==> config.mk <==
export PLATFORM = sky130hd
export DESIGN_NAME = fc_leg_pwm
export DESIGN_NICKNAME = d
export VERILOG_FILES = /design/src/rtl/fc_leg_pwm.sv
export SDC_FILE = /design/constraint.sdc
export NUM_CORES = 1
export LEC_CHECK = 0
export BUFFER_PORTS_ARGS = -buffer_cell sky130_fd_sc_hd__buf_2
export CORE_MARGIN = 2
export CORE_UTILIZATION = 36
export CTS_CLUSTER_SIZE = 40
export DETAILED_ROUTE_END_ITERATION = 8
export SYNTH_ARGS = -nofsm -noshare
export SYNTH_HDL_FRONTEND = slang
export SYNTH_SLANG_ARGS = --single-unit
==> constraint.sdc <==
create_clock -name clk -period 2.9 [get_ports clk]
set_clock_uncertainty 0.15 [all_clocks]
set_input_delay 0.87 -clock clk [delete_from_list [all_inputs] [get_ports clk]]
set_output_delay 0.87 -clock clk [all_outputs]
set_load 0.01 [all_outputs]
==> src/rtl/fc_leg_pwm.sv <==
module fc_leg_pwm #(
  parameter int HALF = 12500,
  parameter int VW = 12,
  parameter int DW = 4,
  localparam int CW = $clog2(HALF + 1)
) (
  input  logic          clk,
  input  logic          rst_n,
  input  logic          offset,
  input  logic [CW-1:0] duty,
  input  logic [VW-1:0] vcap,
  input  logic [VW-1:0] half_ref,
  input  logic          i_out_pos,
  input  logic [DW-1:0] dead,
  output logic          outer_hi,
  output logic          outer_lo,
  output logic          inner_hi,
  output logic          inner_lo
);

  logic [CW-1:0] cnt;
  logic          up;
  logic          off_q, sel_a_q;
  logic [CW-1:0] duty_q;
  logic [1:0]    cmd;
  logic [1:0]    g_hi, g_lo;

  wire at_top     = (cnt == CW'(HALF - 1));
  wire at_bot     = (cnt == '0);
  wire period_end = !up && at_bot;
  wire sel_a      = ((vcap < half_ref) == i_out_pos);
  wire upper      = (cnt < duty_q);

  wire outer_t = off_q ? (upper | sel_a_q)  : (upper & sel_a_q);
  wire inner_t = off_q ? (upper | !sel_a_q) : (upper & !sel_a_q);

  always_ff @(posedge clk or negedge rst_n) begin
    if (!rst_n) begin
      cnt <= '0;
      up  <= 1'b1;
    end else if (up) begin
      if (at_top) up <= 1'b0;
      else        cnt <= cnt + 1'b1;
    end else begin
      if (at_bot) up <= 1'b1;
      else        cnt <= cnt - 1'b1;
    end
  end

  always_ff @(posedge clk or negedge rst_n) begin
    if (!rst_n) begin
      off_q   <= 1'b0;
      duty_q  <= '0;
      sel_a_q <= 1'b0;
    end else if (period_end) begin
      off_q   <= offset;
      duty_q  <= duty;
      sel_a_q <= sel_a;
    end
  end

  always_ff @(posedge clk or negedge rst_n) begin
    if (!rst_n) cmd <= '0;
    else        cmd <= {outer_t, inner_t};
  end

  for (genvar c = 0; c < 2; c++) begin : g_cell
    logic          cur;
    logic [DW-1:0] dcnt;
    wire           settled = (cmd[c] == cur);

    always_ff @(posedge clk or negedge rst_n) begin
      if (!rst_n) begin
        cur  <= 1'b0;
        dcnt <= '0;
      end else if (settled) begin
        dcnt <= '0;
      end else if (dcnt == dead) begin
        cur  <= cmd[c];
        dcnt <= '0;
      end else begin
        dcnt <= dcnt + 1'b1;
      end
    end

    assign g_hi[c] = settled & cur;
    assign g_lo[c] = settled & ~cur;
  end

  assign outer_hi = g_hi[1];
  assign outer_lo = g_lo[1];
  assign inner_hi = g_hi[0];
  assign inner_lo = g_lo[0];

endmodule

==> results of run 1 <==
==> cell families after synthesis <==
kind of cell	Yosys count	synth area share
simple gates	108	0.185
compound gates	81	0.164
fa+ha+maj	45	0.190
flops	43	0.363
buf+inv	39	0.0501
xor+xnor	16	0.0472
==> flip-flops by register name (all words and copies together), names as in the netlist <==
name         count
off_q            1
up               1
sel_a_q          1
cnt             14
duty_q          14
g_cell.dcnt      8
cmd              2
g_cell.cur       2
==> worst max-delay path: cells and delay by family (launching register included) <==
family / cells / cell delay [ps]
compound gates: 4 / 1020
simple gates: 1 / 180
flops: 1 / 590
buf+inv: 1 / 240
fa+ha+maj: 1 / 420
==> worst min path at each step <==
stage               slack [ps]  cells after the start              start                 to
floorplan                  300                      2          duty_q[0]          duty_q[0]
global placement           330                      2          duty_q[0]          duty_q[0]
detailed placement         330                      2          duty_q[0]          duty_q[0]
CTS                        350                      2          duty_q[0]          duty_q[0]
global route               390                      1  g_cell[1].dcnt[0]  g_cell[1].dcnt[0]
finish                     340                      2          duty_q[0]          duty_q[0]
==> per-layer routing <==
layer  routed length (um)  track usage  share of wire  up-vias
li1                     -            -              -     1284
met3                  163       0.0263          0.026        5
met4                   77       0.0459          0.012        0
met5                    0            0              0        -
met2                 2940        0.258           0.47       35
met1                 3080        0.197           0.49     1181
==> synthesized netlist by cell type (all sizes together), types with 2 or more instances <==
library cell,instances,share of area
nand3,10,0.017
nand2b,4,0.0084
or4,4,0.011
ha,42,0.18
dfrtp,42,0.35
nand4,6,0.013
or3,2,0.0042
a21oi,20,0.034
buf,2,0.0034
nor3,7,0.012
a21o,7,0.018
maj3,2,0.0067
nor2b,4,0.0084
a31oi,4,0.0084
and3,4,0.0084
xor2,4,0.012
nor2,20,0.025
nor4,3,0.013
xnor2,12,0.035
a211oi,3,0.0076
nand2,37,0.047
inv,35,0.044
o21ai,32,0.054
o31ai,3,0.0093
o211ai,2,0.0051
clkbuf,2,0.0025
and2,3,0.0063
==> area by class of cell <==
class                      instances  area [um2]
clock buffer                       6        82.6
clock inverter                     2        35.0
fill                             836        4600
inverter                          35         131
multi-input combinational        250        1750
sequential                        43        1080
tap                              105         131
timing repair buffer              52         280
==> power by group through the flow <==
stage                     clock [mW]  combinational, mW  sequential (mW)
after global placement             0              0.310            0.739
final                          0.493              0.318            0.731
after detailed placement           0              0.323            0.742
after floorplan                    0              0.224            0.728
after CTS                      0.508              0.325            0.729
after global routing           0.530              0.377            0.740
==> cell usage in the layout, fill, tap and decap left out, drive strengths merged, types with 6 or more instances in the layout <==
master / count
buf: 52
dfrtp: 42
nor3: 7
ha: 42
nand4: 6
o21ai: 32
nand2: 37
inv: 35
a21oi: 20
nand3: 10
nor2: 20
xnor2: 12
a21o: 7
clkbuf: 6
==> per-stage QoR <==
stage	setup slack, ps	std cells	hold slack (ps)	util
final	185	493	341	0.431
after detailed placement	238	485	327	0.417
after global routing	25.1	493	392	0.431
after floorplan	533	332	297	-
after global placement	293	485	331	0.417
after CTS	216	493	348	0.431
==> flow_metrics.py, run 1 <==
metrics = {
    "timing": {
        "setup_violations": 0,
        "rsz0062_at_grt": "false",
        "period_share": 0.936,
        "worst_pin_slew_ps": 451,
        "min_period_ps": 2710,
        "final.setup.tns_ps": 0,
        "maxClockFrequency_mhz": 368,
        "hold_violations": 0,
        "max_slew_margin": 0.699,
        "maxSlewViolCount": 0,
    },
    "power": {
        "p_comb_frac": 0.206,
        "peakVddDrop_uv": 192,
        "p_switching_uw": 436,
        "clkPwrFrac": 0.320,
        "p_leak_nw": 1.77,
        "p_per_area_nw_per_um2": 442,
        "swShare": 0.283,
        "power.total_mw": 1.54,
        "p_seq_frac": 0.474,
        "internal_power_mw": 1.11,
    },
    "drt": {
        "wl_mm": 6.26,
        "drt_iter0_drc": 143,
        "ant_nets": 0,
        "avgViaCountPerCell": 5.08,
        "num_vias": 2505,
        "drc": 0,
        "wire_per_inst_um": 12.7,
        "firstDrtPassIters": 4,
    },
    "clock_network": {
        "cts_resized": 0,
        "cts_hold_buf": 0,
        "htreeDepth": 2,
        "postCtsSetupBuffers": 0,
        "clk_pin_slew_ps": 80,
        "cts_buffers": 5,
        "ctsRootBufferMaster": "clkbuf_8",
        "clk_latency_ps": 300,
        "clkSinkCount": 43,
        "cts_tree": "built",
        "cts_buffer_depth": 2,
    },
    "global_route": {
        "grt_pass1_wl_mm": 10.9,
        "grt_pass1_vias": 2485,
        "antenna_found_initial": 0,
        "overflow": 0,
        "grt_max_degree": 44,
        "track_usage": 0.152,
    },
    "worst_setup_path": {
        "r2r_end": "cnt[13]",
        "crit_fanout": 13,
        "slowest_stage": "dfstp_2",
        "start_kind": "flip-flop",
        "crit_start": "up",
        "r2r_slack_ps": 190,
        "crit_end": "cnt[13]",
        "r2r_start": "up",
        "ff2ff_path_depth": 7,
        "slowest_delay_ps": 590,
        "crit_type": "flip-flop to flip-flop",
        "arrival_ps": 2740,
        "worstSetupEndpointType": "flip-flop",
        "cp.required_ps": 2930,
        "worstPathCellList": "inv_1 -> ha_1 -> a21oi_1 -> nand2_1 -> o21ai_0 -> a31oi_1 -> a311o_1",
    },
    "placed_design": {
        "place_area_um2": 3370,
        "hpwl_mm": 4.91,
        "place_congestion": 0.852,
        "io_buffers": 49,
    },
    "finish": {
        "antenna_cells": 0,
        "drive_above_1_share": 0.168,
        "area_delta_synth_final_pct": 17.5,
        "final_cell_area_um2": 3490,
        "fin_nets": 476,
    },
    "floorplanning": {
        "rows": 33,
        "die_x_um": 94.8,
        "die_area_um2": 8990,
        "num_io_pins": 50,
        "fp.dieH_um": 94.8,
        "core_area_um2": 8090,
        "start_util": 0.367,
    },
    "synth": {
        "ys.warnings.count": 0,
        "syn_avg_cell_area_um2": 8.95,
        "async_flop_share": 1.00,
        "ys_types": 47,
        "synth_nets": 421,
        "syn_inst": 332,
        "ys_seq_area_frac": 0.363,
        "synth_area_um2": 2970,
        "synth-seq-cells": 43,
        "synth_edf_count": 0,
        "synth_ff_type": "dfrtp_1",
    },
    "flow_run": {
        "maxCapViolations": 0,
    },
    "outcome": {
        "status": "finished clean",
    },
    "min_path": {
        "hold_path.class": "flip-flop to flip-flop",
    },
}
Note: power is estimated with default switching activity, not from simulation.
==> run 2, diff against run 1 <==
PLACE_DENSITY_LB_ADDON = 0.08   (was default)
REMOVE_ABC_BUFFERS = 1   (was default)
==> run 2 against run 1 <==
Sequential share of layout area barely moved; cell area up 0.11%; largest power group unchanged; worst hold slack got worse by 6.5 ps; sequential power about the same; final cell count is the same; via count increased by 0.32%; setup slack better by 78 ps; highest routed layer unchanged.
==> flow_metrics.py, run 2 (synthesis gave the netlist of run 1 again) <==
metrics = {
    "finish": {
        "regArea_um2": 1080,
        "n_fill_cell": 840,
        "multi_input_area_um2": 1760,
        "final_common_cell": "buf_2",
        "postLayoutCoreUtil": 0.432,
        "area_delta_synth_final_pct": 17.6,
        "fin_nets": 476,
        "antenna_cells": 0,
        "layout_common_cells": "buf_2 (49), ha_1 (42), dfrtp_1 (42)",
        "drive_above_1_share": 0.170,
        "largest_registers": "cnt: 14 flops, duty_q: 14 flops, g_cell.dcnt: 8 flops",
    },
    "timing": {
        "max_slew_margin": 0.690,
        "hold_violations": 0,
        "maxClockFrequency_mhz": 379,
        "fin_ws_ps": 264,
        "final.setup.tns_ps": 0,
        "maxSlewViolCount": 0,
        "worst_pin_slew_ps": 464,
        "rsz0062_at_grt": "false",
        "period_share": 0.909,
        "min_period_ps": 2640,
        "setup_violations": 0,
    },
    "worst_setup_path": {
        "crit_type": "flip-flop to flip-flop",
        "cp.required_ps": 2940,
        "path_buf_inv": 1,
        "worstSetupEndpointType": "flip-flop",
        "worstPathCellList": "inv_1 -> ha_1 -> a211oi_1 -> nor2_1 -> a32oi_1 -> a31oi_1 -> a311o_1",
        "cp_top_family": "compound AO/OA/AOI/OAI gates",
        "start_kind": "flip-flop",
        "r2r_end": "cnt[13]",
        "ff2ff_path_depth": 7,
        "r2r_slack_ps": 260,
        "crit_fanout": 13,
        "r2r_start": "up",
        "slowest_stage": "dfstp_2",
        "slowest_delay_ps": 590,
        "arrival_ps": 2670,
    },
    "outcome": {
        "status": "finished clean",
    },
    "flow_run": {
        "maxCapViolations": 0,
    },
    "min_path": {
        "holdCritStartpoint": "duty_q[0]",
        "hold_path.class": "flip-flop to flip-flop",
        "min_path_cells": 2,
        "holdPathEnd": "duty_q[0]",
    },
    "global_route": {
        "grt_pass1_wl_mm": 10.9,
        "overflow": 0,
        "grt_max_degree": 44,
        "track_usage": 0.153,
        "grt_pass1_vias": 2379,
        "antenna_found_initial": 0,
    },
    "power": {
        "clkPwrFrac": 0.318,
        "internal_power_mw": 1.11,
        "p_leak_nw": 1.77,
        "p_switching_uw": 434,
        "p_per_area_nw_per_um2": 441,
        "p_seq_frac": 0.473,
        "peakVddDrop_uv": 211,
        "swShare": 0.282,
        "p_comb_frac": 0.208,
    },
    "drt": {
        "firstDrtPassIters": 5,
        "drc": 0,
        "drt_iter0_drc": 57,
        "wire_per_inst_um": 13.1,
        "avgViaCountPerCell": 5.10,
        "ant_nets": 0,
        "wl_mm": 6.45,
        "num_vias": 2513,
    },
    "floorplanning": {
        "die_x_um": 94.8,
        "core_area_um2": 8090,
        "rows": 33,
        "fp.dieH_um": 94.8,
        "num_io_pins": 50,
        "start_util": 0.367,
        "die_area_um2": 8990,
    },
    "clock_network": {
        "cts_hold_buf": 0,
        "clk_pin_slew_ps": 90,
        "htreeDepth": 2,
        "cts_resized": 0,
        "cts_buffers": 5,
        "clk_latency_ps": 290,
        "cts_buffer_depth": 2,
        "cts_tree": "built",
        "postCtsSetupBuffers": 0,
        "ctsRootBufferMaster": "clkbuf_8",
        "clkSinkCount": 43,
    },
    "placed_design": {
        "io_buffers": 49,
        "preCtsSetupSlack_ps": 222,
        "hpwl_mm": 5.06,
        "place_congestion": 0.833,
    },
}
[run 2: cell count changes in the layout (fill, tap and decap cells not counted)]
cell,delta
a21oi_1,-1
a21oi_2,+1
[run 2: power by group through the flow]
stage          Combinational (mW)  Clock (mW)  Sequential (mW)
2_1_floorplan               0.224           0            0.728
3_3_place_gp                0.313           0            0.742
3_5_place_dp                0.326           0            0.742
4_1_cts                     0.328       0.509            0.730
5_1_grt                     0.373       0.543            0.741
6_report                    0.321       0.491            0.730
[run 2: worst max path at each step]
stage / startpoint / endpoint / slack (ps) / cells past startpoint
2_1_floorplan: cnt[9] / cnt[4] / 80 / 3
6_report: up / cnt[13] / 260 / 7
3_3_place_gp: up / cnt[13] / 260 / 7
5_1_grt: up / cnt[13] / 60 / 7
4_1_cts: up / cnt[13] / 210 / 7
3_5_place_dp: up / cnt[13] / 220 / 7
[run 2: layout make-up]
cell class,count,area share
Timing Repair Buffer,52,0.0802
Sequential cell,43,0.308
Multi-Input combinational cell,250,0.503
Inverter,35,0.0376
Clock buffer,6,0.0236
Clock inverter,2,0.0100
Tap cell,105,0.0376
[run 2: routing by layer]
layer	vias to the layer above	track usage	wire length, um
li1	1287	-	-
met1	1171	0.206	3090
met2	48	0.252	2990
met3	7	0.0239	270
met4	0	0.0471	100
met5	-	0	0
[run 2: tightest hold or removal path: stages, from the launching register on]
cell,delay [ps]
dfrtp_1,360
nand2_1,50
nand2_1,50
[run 2: through the flow]
stage | hold WS, ps | cell area [um2] | power [mW] | cells
CTS | 339 | 3490 | 1.57 | 493
detailed placement | 319 | 3370 | 1.07 | 485
floorplan | 297 | 2950 | 0.952 | 328
finish | 335 | 3490 | 1.54 | 493
global route | 379 | 3490 | 1.66 | 493
global placement | 319 | 3370 | 1.06 | 485
==> run 3, diff against run 2 <==
SETUP_SLACK_MARGIN = 0.3   (was default)
==> run 3 against run 2 <==
Final cell count grew 1.2%; largest power group unchanged; combinational power about the same; sequential share of layout area down 1.4 points; global-route usage is 0.25 points higher; via count rose by 0.20%; register-to-register slack gained 98 ps; first-iteration DRC count decreased by 11%; critical path type unchanged.
==> flow_metrics.py, run 3 (synthesis gave the netlist of run 1 again) <==
metrics = {
    "outcome": {
        "status": "finished clean",
    },
    "worst_setup_path": {
        "crit_type": "flip-flop to flip-flop",
        "arrival_ps": 2570,
        "r2r_start": "up",
        "cp.required_ps": 2940,
        "start_kind": "flip-flop",
        "ff2ff_path_depth": 8,
        "r2r_slack_ps": 360,
        "slowest_stage": "dfstp_2",
        "worstPathCellList": "clkinvlp_4 -> buf_12 -> ha_2 -> nand2_1 -> nor3_1 -> o21ai_1 -> and3_1 -> a311o_1",
        "r2r_end": "cnt[13]",
        "path_buf_inv": 2,
        "crit_fanout": 7,
        "cp_top_family": "flip-flops",
        "worstSetupEndpointType": "flip-flop",
        "slowest_delay_ps": 570,
    },
    "drt": {
        "drc": 0,
        "wl_mm": 6.67,
        "num_vias": 2518,
        "avgViaCountPerCell": 5.05,
        "ant_nets": 0,
        "wire_per_inst_um": 13.4,
        "firstDrtPassIters": 4,
        "drt_iter0_drc": 51,
    },
    "timing": {
        "max_slew_margin": 0.742,
        "hold_violations": 0,
        "worst_pin_slew_ps": 387,
        "whs_ps": 335,
        "setup_violations": 0,
        "maxClockFrequency_mhz": 394,
        "min_period_ps": 2540,
        "maxSlewViolCount": 0,
        "rsz0062_at_grt": "true",
        "final.setup.tns_ps": 0,
        "period_share": 0.875,
    },
    "floorplanning": {
        "start_util": 0.367,
        "die_x_um": 94.8,
        "die_area_um2": 8990,
        "num_io_pins": 50,
        "fp.dieH_um": 94.8,
        "rows": 33,
        "core_area_um2": 8090,
    },
    "finish": {
        "postLayoutCoreUtil": 0.453,
        "layoutNonFillerInstCount": 499,
        "antenna_cells": 0,
        "fin_nets": 482,
        "largest_registers": "cnt: 14 flops, duty_q: 14 flops, g_cell.dcnt: 8 flops",
        "layout_common_cells": "buf_2 (49), dfrtp_1 (42), nand2_1 (36)",
        "area_delta_synth_final_pct": 23.3,
        "final_cell_area_um2": 3660,
        "drive_above_1_share": 0.228,
        "final_common_cell": "buf_2",
    },
    "min_path": {
        "hold_path.class": "flip-flop to flip-flop",
        "holdPathEnd": "duty_q[0]",
        "min_path_cells": 2,
        "holdCritStartpoint": "duty_q[0]",
    },
    "global_route": {
        "grt_pass1_wl_mm": 11.1,
        "grt_pass1_vias": 2414,
        "antenna_found_initial": 0,
        "track_usage": 0.156,
        "overflow": 0,
        "grt_max_degree": 44,
    },
    "power": {
        "p_per_area_nw_per_um2": 421,
        "p_leak_nw": 1.78,
        "peakVddDrop_uv": 209,
    },
    "clock_network": {
        "cts_buffers": 5,
        "cts_tree": "built",
        "htreeDepth": 2,
        "ctsRootBufferMaster": "clkbuf_8",
        "cts_buffer_depth": 2,
        "clk_pin_slew_ps": 90,
        "clk_latency_ps": 300,
        "clkSinkCount": 43,
    },
    "placed_design": {
        "io_buffers": 49,
        "hpwl_mm": 5.06,
        "place_congestion": 0.833,
        "place_area_um2": 3370,
        "dpl.cell_count": 485,
    },
    "flow_run": {
        "maxCapViolations": 0,
    },
}
## run 3: changes by cell type in the layout (fill, tap and decap cells not counted), sizes merged
cell,change
buf,+6
clkinvlp,+1
inv,-1
## run 3: what timing repair did
action	4_1_cts	5_1_grt
hold buffers	0	0
gates resized for setup	4	24
endpoints found under the hold margin	0	0
endpoints found under the setup margin	2	10
setup buffers	4	2
cloned	0	0
pin swaps	0	4
## run 3: per-stage QoR
step                      setup WS, ps  power [mW]
final                              361        1.54
after global routing               243        1.66
after CTS                          358        1.57
after detailed placement           222        1.07
after global placement             261        1.06
after floorplan                   80.5       0.952
## run 3: area by class of cell
class	count	area (um2)
fill	836	4430
multi-input combinational	250	1860
sequential	43	1080
timing repair buffer	58	342
inverter	35	135
tap	105	131
clock buffer	6	82.6
clock inverter	2	35.0
## run 3: tightest hold or removal path: cells and delay by family (launching register included)
| kind | cells | cell delay, ps |
|---|---|---|
| flip-flops | 1 | 360 |
| AND/OR/NAND/NOR | 2 | 100 |
## run 3: how the worst max path moves through the flow
stage,from,to,cells past startpoint
final,up,cnt[13],8
after global routing,up,cnt[13],7
after CTS,up,cnt[3],5
after detailed placement,up,cnt[13],7
after global placement,up,cnt[13],7
after floorplan,cnt[9],cnt[4],3
## run 3: power by group
group | switching, mW | total (mW) | leakage [nW] | internal [mW]
registers | 0.0609 | 0.730 | 0.533 | 0.669
logic | 0.161 | 0.321 | 1.19 | 0.160
clock network | 0.214 | 0.493 | 0.0612 | 0.279
total | 0.436 | 1.54 | 1.78 | 1.11
## run 3: per-layer routing
| layer | track usage | vias to the layer above | share of wire |
|---|---|---|---|
| met3 | 0.0239 | 8 | 0.035 |
| li1 | - | 1294 | - |
| met5 | 0 | - | 0 |
| met4 | 0.0459 | 0 | 0.015 |
| met1 | 0.209 | 1175 | 0.48 |
| met2 | 0.259 | 41 | 0.47 |
